<file path="config.mk">
export PLATFORM = sky130hd
export DESIGN_NAME = cfg_stream_reader
export DESIGN_NICKNAME = d
export VERILOG_FILES = /design/src/rtl/cfg_stream_pkg.sv /design/src/rtl/cfg_addr_counter.sv /design/src/rtl/cfg_bit_store.sv /design/src/rtl/cfg_chain_enable.sv /design/src/rtl/cfg_stream_reader.sv
export SDC_FILE = /design/constraint.sdc
export NUM_CORES = 1
export LEC_CHECK = 0
export ABC_AREA = 1
export ABC_CLOCK_PERIOD_IN_PS = 2060
export BUFFER_PORTS_ARGS = -buffer_cell sky130_fd_sc_hd__buf_2
export CELL_PAD_IN_SITES_DETAIL_PLACEMENT = 2
export CELL_PAD_IN_SITES_GLOBAL_PLACEMENT = 2
export CORE_MARGIN = 2
export CORE_UTILIZATION = 33
export DETAILED_ROUTE_END_ITERATION = 6
export GPL_TIMING_DRIVEN = 0
export PLACE_DENSITY = 0.74
export SKIP_LAST_GASP = 1
export SLEW_MARGIN = 20
export SYNTH_ARGS = -nofsm -noshare
export SYNTH_HDL_FRONTEND = slang
export SYNTH_SLANG_ARGS = --single-unit
</file>
<file path="constraint.sdc">
create_clock -name clk -period 2.06 [get_ports clk]
set_input_delay 0.412 -clock clk [delete_from_list [all_inputs] [get_ports clk]]
set_output_delay 0.412 -clock clk [all_outputs]
set_load 0.05 [all_outputs]
</file>
<file path="src/rtl/cfg_stream_pkg.sv">
// Package cfg_stream_pkg
// Shared types for the serial configuration reader.
// Assumes nothing beyond IEEE 1800-2017 synthesizable subset.
package cfg_stream_pkg;

    // Position of the read pointer relative to the terminal count
    typedef struct packed {
        logic in_range;   // count is at or below the terminal count
        logic past_tc;    // count has moved beyond the terminal count
    } read_pos_t;

    // Active level of the chain enable output
    typedef enum logic {
        CASC_ACTIVE_LOW  = 1'b0,
        CASC_ACTIVE_HIGH = 1'b1
    } casc_pol_e;

endpackage

</file>
<file path="src/rtl/cfg_addr_counter.sv">
// Module cfg_addr_counter
// Sequential read pointer. Cleared on a clock edge while oe_rst_n is low,
// advances while selected, and saturates one beyond the terminal count.
// Assumes AW is wide enough to hold TC+1.
module cfg_addr_counter
    import cfg_stream_pkg::*;
#(
    parameter int TC = 11,
    parameter int AW = 4
) (
    input  logic          clk,
    input  logic          oe_rst_n,
    input  logic          sel,
    output logic [AW-1:0] cnt,
    output read_pos_t     pos
);

    localparam logic [AW-1:0] TC_V = AW'(TC);

    logic past_tc;

    // Terminal count detection
    always_comb begin
        past_tc      = (cnt > TC_V);
        pos.past_tc  = past_tc;
        pos.in_range = !past_tc;
    end

    // Pointer update: clear, advance, or hold at saturation
    always_ff @(posedge clk) begin
        if (!oe_rst_n) begin
            cnt <= '0;
        end else if (sel && !past_tc) begin
            cnt <= cnt + 1'b1;
        end
    end

endmodule

</file>
<file path="src/rtl/cfg_bit_store.sv">
// Module cfg_bit_store
// Bit array holding the bitstream, one flop per word built by a generate
// loop. Synchronous write, combinational read.
// Assumes DEPTH is small enough for a flop array.
module cfg_bit_store #(
    parameter int DEPTH = 16,
    parameter int IW    = 4
) (
    input  logic          clk,
    input  logic          wr_en,
    input  logic [IW-1:0] wr_addr,
    input  logic          wr_data,
    input  logic [IW-1:0] rd_addr,
    output logic          rd_data
);

    logic [DEPTH-1:0] bits;

    for (genvar w = 0; w < DEPTH; w++) begin : g_word
        // Store one word when addressed by the write port
        always_ff @(posedge clk) begin
            if (wr_en && (wr_addr == IW'(w))) begin
                bits[w] <= wr_data;
            end
        end
    end

    // Read the addressed word; out-of-range addresses read 0
    always_comb begin
        rd_data = 1'b0;
        for (int i = 0; i < DEPTH; i++) begin
            if (rd_addr == IW'(i)) begin
                rd_data = bits[i];
            end
        end
    end

endmodule

</file>
<file path="src/rtl/cfg_chain_enable.sv">
// Module cfg_chain_enable
// Output gating: data enable while inside the stream, chain enable once past
// it, with a selectable active level on the chain enable.
// Assumes pos comes from the local read pointer.
module cfg_chain_enable
    import cfg_stream_pkg::*;
(
    input  logic      sel,
    input  logic      oe_rst_n,
    input  logic      pol_high,
    input  read_pos_t pos,
    input  logic      bit_in,
    output logic      dout,
    output logic      dout_oe,
    output logic      casc_out
);

    logic      casc_act;
    casc_pol_e pol;

    // Enable decode for data and chain output
    always_comb begin
        dout_oe  = sel && oe_rst_n && pos.in_range;
        casc_act = sel && oe_rst_n && pos.past_tc;
        dout     = dout_oe ? bit_in : 1'b0;
    end

    // Apply the selected active level
    always_comb begin
        pol      = pol_high ? CASC_ACTIVE_HIGH : CASC_ACTIVE_LOW;
        casc_out = (pol == CASC_ACTIVE_HIGH) ? casc_act : !casc_act;
    end

endmodule

</file>
<file path="src/rtl/cfg_stream_reader.sv">
// Module cfg_stream_reader
// Top of the cascadable serial configuration reader: read pointer, bit
// array and output gating. Assumes TC < DEPTH.
module cfg_stream_reader
    import cfg_stream_pkg::*;
#(
    parameter int DEPTH = 16,
    parameter int TC    = 11,
    localparam int IW   = (DEPTH > 1) ? $clog2(DEPTH) : 1,
    localparam int AW   = $clog2(TC + 2)
) (
    input  logic          clk,
    input  logic          oe_rst_n,
    input  logic          sel,
    input  logic          casc_pol_high,
    input  logic          wr_en,
    input  logic [IW-1:0] wr_addr,
    input  logic          wr_data,
    output logic          dout,
    output logic          dout_oe,
    output logic          casc_out
);

    logic [AW-1:0] addr_cnt;
    logic [IW-1:0] rd_addr;
    logic          rd_bit;
    read_pos_t     pos;

    cfg_addr_counter #(.TC(TC), .AW(AW)) u_cnt (
        .clk      (clk),
        .oe_rst_n (oe_rst_n),
        .sel      (sel),
        .cnt      (addr_cnt),
        .pos      (pos)
    );

    // Fit the pointer to the array address width
    always_comb rd_addr = IW'(addr_cnt);

    cfg_bit_store #(.DEPTH(DEPTH), .IW(IW)) u_mem (
        .clk     (clk),
        .wr_en   (wr_en),
        .wr_addr (wr_addr),
        .wr_data (wr_data),
        .rd_addr (rd_addr),
        .rd_data (rd_bit)
    );

    cfg_chain_enable u_out (
        .sel      (sel),
        .oe_rst_n (oe_rst_n),
        .pol_high (casc_pol_high),
        .pos      (pos),
        .bit_in   (rd_bit),
        .dout     (dout),
        .dout_oe  (dout_oe),
        .casc_out (casc_out)
    );

endmodule

</file>
Yosys cells after proc, flatten, opt, wreduce, memory -nomap -nowiden
Index checks and enable logic that the tools add are counted.
{ "classes": {"addsub": 1, "mul": 0, "div_mod_pow": 0, "n_lt_le_gt_ge": 1, "eq_ne": 30, "shift": 0, "n_mux": 19, "bitwise": 0, "n_reduce_logical": 24} }
{ "ops": {"columns": ["op", "n"], "rows": [
  ["== test 4 bit (second input constant)", 16],
  ["== test 4 x 3 -> 1 bit (second input constant)", 8],
  ["logical AND 1 bit", 20],
  ["2-to-1 mux 1 bit", 19],
  ["== test 4 x 2 -> 1 bit (second input constant)", 4],
  ["== test 4 x 1 -> 1 bit (second input constant)", 2],
  ["zero test 4 bit", 2],
  ["adder 4 x 1 -> 4 bit (second input constant)", 1],
  ["greater-than comparator 4 bit (second input constant)", 1],
  ["zero test 1 bit", 2]
]} }
{ "totals": {"register_bits": 20, "latch_bits": 0, "mem_bits_rw": 0, "rom_bits": 0, "inputBits": 10, "output_inout_bits": 3, "elab_cells": 92, "n_memories": 0} }

Depth between registers and ports, before layout
{ "logic_depth": {"word_depth": 18, "ltp_mapped": 17, "depth_no_buf": 17} }

By module
A second synthesis with hierarchy kept.
{ "hier_totals": {"cells_unflattened": 126, "hier_area_um2": 1046.0} }
{ "modules_own_cells": {"columns": ["mod", "n_inst", "cells_each", "area_each_um2", "seq_area_each_um2"], "rows": [
  ["cfg_bit_store", 1, 86, 794.5, 480.5],
  ["cfg_addr_counter", 1, 30, 203.9, 80.1],
  ["cfg_chain_enable", 1, 10, 47.5, 0.0]
]} }

Least setup slack after synthesis
Ideal clock, no wire load.
{ "synth_path": {"path_type": "register to output", "from": "reg u_cnt.cnt[2]", "to": "out dout", "arrival_time_ps": 1929, "required_time_ps": 1648, "path_slack_ps": -281, "path_stages_with_launch": 7, "path_buffers": 1, "path_cell_list": "dfxtp_1 buf_6 nand2_1 nand2_1 nor2_1 inv_1 a21oi_2"} }
{ "synth_between": {"word_cells_on_any_way": 36, "cone_classes": "order compare (1); eq/ne (15); mux (17); reduce/logical (3)"} }
{ "synth_lines": {"columns": ["item", "line_no", "text"], "rows": [
  ["start: declaration", "cfg_addr_counter.sv:14", "output logic [AW-1:0] cnt,"],
  ["start signal: assignment", "cfg_addr_counter.sv:34", "cnt <= cnt + 1'b1;"],
  ["greater-than comparator 4 bit", "cfg_addr_counter.sv:24", "past_tc = (cnt > TC_V);"],
  ["zero test 1 bit", "cfg_addr_counter.sv:26", "pos.in_range = !past_tc;"],
  ["logical AND 1 bit", "cfg_chain_enable.sv:23", "dout_oe = sel && oe_rst_n && pos.in_range;"],
  ["net dout_oe", "cfg_stream_reader.sv:20", "output logic dout_oe,"],
  ["2-to-1 mux 1 bit", "cfg_chain_enable.sv:25", "dout = dout_oe ? bit_in : 1'b0;"],
  ["end: declaration", "cfg_stream_reader.sv:19", "output logic dout,"]
]} }
The timed path passes the listed nets, and every way through them passes these cells.

Final worst setup path
{ "layout_path": {"from": "reg u_cnt.cnt[1]", "to": "out dout"} }
{ "layout_between": {"elab_chain_cells": 18, "word_cells_on_any_way": 36, "cone_classes": "order compare (1); eq/ne (15); mux (17); reduce/logical (3)"} }
{ "layout_rtl": {"columns": ["item", "line_no", "text"], "rows": [
  ["zero test 4 bit", "cfg_bit_store.sv:32", "if (rd_addr == IW'(i)) begin"],
  ["2-to-1 mux 1 bit (16 in series)", "cfg_bit_store.sv:32", null],
  ["2-to-1 mux 1 bit *", "cfg_chain_enable.sv:25", null]
]} }
Every way passes the cells marked *; elsewhere a longest branch is shown, timed or not.

==> metrics.yaml <==
status:
  status: "finished with violations"
  failed_checks: "negative setup slack"
sta:
  finalMaxSlewViolations: 0
  fin_hold_ws_ps: 397
  hold_viol: 0
  worst_clock_skew_ps: 5.64
  period_share: 1.18
  timing.max_slew.rel_slack: 0.787
  rsz0062_at_grt: "true"
  max_freq_ghz: 0.413
  setup_ws_ps: -361
  final_setup_violation_count: 1
  tightestPinTransition_ps: 320
  finalCriticalPeriod_ps: 2420
clock_network:
  cts-buffers-inserted: 3
  max-clock-path-buffers: 2
  numClockSinks: 18
  worstSkewPairLatency_ps: 290
  clockRootBuffer: "clkbuf_4"
  clock_pin_slew_worst_setup_and_hold_paths_ps: 100
  h_tree_levels: 1
  tritoncts: "done"
logic_synthesis:
  synth-warning-count: 0
  synthCells: 118
  synthesized_net_count: 132
  synth.yosys.seq_area_share: 0.506
  post_synth.cell_area_avg_um2: 8.38
  synth_cell_types: 21
  ys_seq_elements: 18
  synthesis.area_um2: 988
critical_path:
  worst-setup-path-type: "reg -> out"
  crit_path_max_fanout: 3
  critical_path_required_ps: 1650
  timing.critical_path.from_type: "flop"
  sort_of_element_at_the_end_of_the_critical_path: "output port"
  worst-r2r-setup-slack_ps: 860
  crit_arrival_ps: 2010
run:
  max_cap_viol_count: 0
pwr:
  powerDensity_nw_per_um2: 608
  p_total_w: 0.000731
  cell_internal_pwr_w: 0.000522
  netSwitchingFraction: 0.286
  clockPowerShare: 0.249
  p_seq_frac: 0.558
  p_leak_nw: 0.483
  netSwitchingPower_w: 0.000209
  comb_power_share: 0.193
  vdd_drop_max_mv: 0.272
grt:
  grt_pass1_wl_mm: 4.33
  number_of_antenna_violations_at_the_first_check_in_global_routing: 0
  first_global_vias: 953
  grt_start_max_net_pins: 15
  grt.total_usage: 0.172
  grt_overflow: 0
placement:
  detailed_place_hpwl_mm: 1.90
  numPlacedInstances: 161
  routabilityCongestion: 0.750
  port-buffer-count: 12
floorplan:
  pin_count: 13
  die_h_um: 58.7
  design.die.area_um2: 3450
  std_cell_rows: 19
  fp.dieW_um: 58.7
  initial_utilization: 0.352
  core_region_um2: 2810
drt:
  via_count: 840
  first_pass_detailed_route_iteration_total: 3
  finalWirelength_mm: 2.57
  drc_errors: 0
  detailedRoute.firstIterationViolations: 21
  wl_per_cell_um: 15.4
  post_drt_via_cell_ratio: 5.03
  final_antenna_net_count: 0
finish:
  postLayoutCoreUtil: 0.429
  layout_common_cells: "nand2_1, nor2_1, edfxtp_1"
  synthesis_to_finish_area_growth_pct: 21.8
  design.final.nets: 151
  layout.cells.non_filler: 167
  layout_commonest_cell: "nand2_1"
  antenna-diode-count: 0
  final_layout_size_suffix_gt1_frac: 0.301
hold_path:
  worst_hold_path_type: "in -> reg"
cells in the mapped netlist:
cell type | instances | area, um^2
o21ai_0 | 1 | 5.00
a31oi_1 | 1 | 6.26
inv_1 | 13 | 48.8
inv_4 | 1 | 6.26
nor2_1 | 15 | 56.3
dfxtp_1 | 4 | 80.1
buf_6 | 1 | 11.3
xor2_1 | 1 | 8.76
edfxtp_1 | 14 | 420
nand2_2 | 1 | 6.26
a21oi_1 | 6 | 30.0
inv_2 | 4 | 15.0
ha_1 | 4 | 50.1
a22oi_1 | 1 | 7.51
nor2_4 | 1 | 11.3
nor3_1 | 9 | 45.0
nand2_1 | 29 | 109
clkinv_1 | 1 | 3.75
nand3_2 | 1 | 10.0
nand3_1 | 8 | 40.0
a21oi_2 | 2 | 17.5
layer usage:
metal | GRT usage | share of wire | vias up
met5 | 0 | 0 | -
met4 | 0.0714 | 0.019 | 0
met1 | 0.181 | 0.39 | 401
met3 | 0.0198 | 0.021 | 4
met2 | 0.340 | 0.57 | 18
li1 | - | - | 417
kinds of logic after synthesis:
family,synth area share
AO/OA/AOI/OAI,0.0671
XOR/XNOR,0.00886
adder cells (fa/ha/maj),0.0506
buffers and inverters,0.0861
flip-flops,0.506
AND/OR/NAND/NOR,0.281
per-stage QoR:
| stage | cell area, um^2 | setup slack [ps] | setup TNS, ps |
|---|---|---|---|
| floorplan | 1000 | 8.50 | 0 |
| global placement | 1100 | -235 | -235 |
| detailed placement | 1100 | -296 | -296 |
| CTS | 1180 | -378 | -378 |
| global route | 1200 | -526 | -526 |
| finish | 1200 | -361 | -361 |
power by group through the flow:
stage | Clock, W | Sequential (W) | Combinational, W
CTS | 0.000188 | 0.000408 | 0.000135
global placement | 0 | 0.000414 | 0.000109
finish | 0.000182 | 0.000408 | 0.000141
global route | 0.000201 | 0.000409 | 0.000159
floorplan | 0 | 0.000412 | 0.0000764
detailed placement | 0 | 0.000414 | 0.000114
sequential cells by signal (all words and copies together) (netlist names):
signal,count
u_mem.bits,14
u_cnt.cnt,4
layout make-up:
type                       instances  area, um^2
buffer                             1        11.3
clock buffer                       3        22.5
clock inverter                     1        3.75
fill                             320        1600
inverter                          19        81.3
multi-input combinational         80         457
sequential                        18         505
tap                               31        38.8
timing repair buffer              14        83.8
worst paths after layout:
check | startpoint | endpoint | cells past startpoint
setup reg to reg | u_cnt.cnt[2] | u_cnt.cnt[3] | 6
hold / removal | oe_rst_n | u_cnt.cnt[1] | 3
hold reg to reg | u_cnt.cnt[1] | u_cnt.cnt[1] | 2
setup / recovery | u_cnt.cnt[1] | dout | 18
timing repair:
item                       4_1_cts  5_1_grt
resized for setup               13        8
pin swaps                        4        1
setup endpoints to repair        1        2
setup buffers                    2        0
hold buffers                     0        0
critical path, stage by stage (launching register included):
cell and delay (ps):
dfxtp_2 370, inv_4 50, ha_4 180, inv_4 70
nand3_2 80, nand2_1 70, nand2_1 50, nand2_1 60
nand2_1 60, nand2_2 60, nand2_2 50, nand2_1 60
nand2_1 50, nand2_1 50, nand2_1 50, nand2_1 70
nand2_2 60, a21oi_4 120, buf_6 170
(Power assumes the default switching activity.)
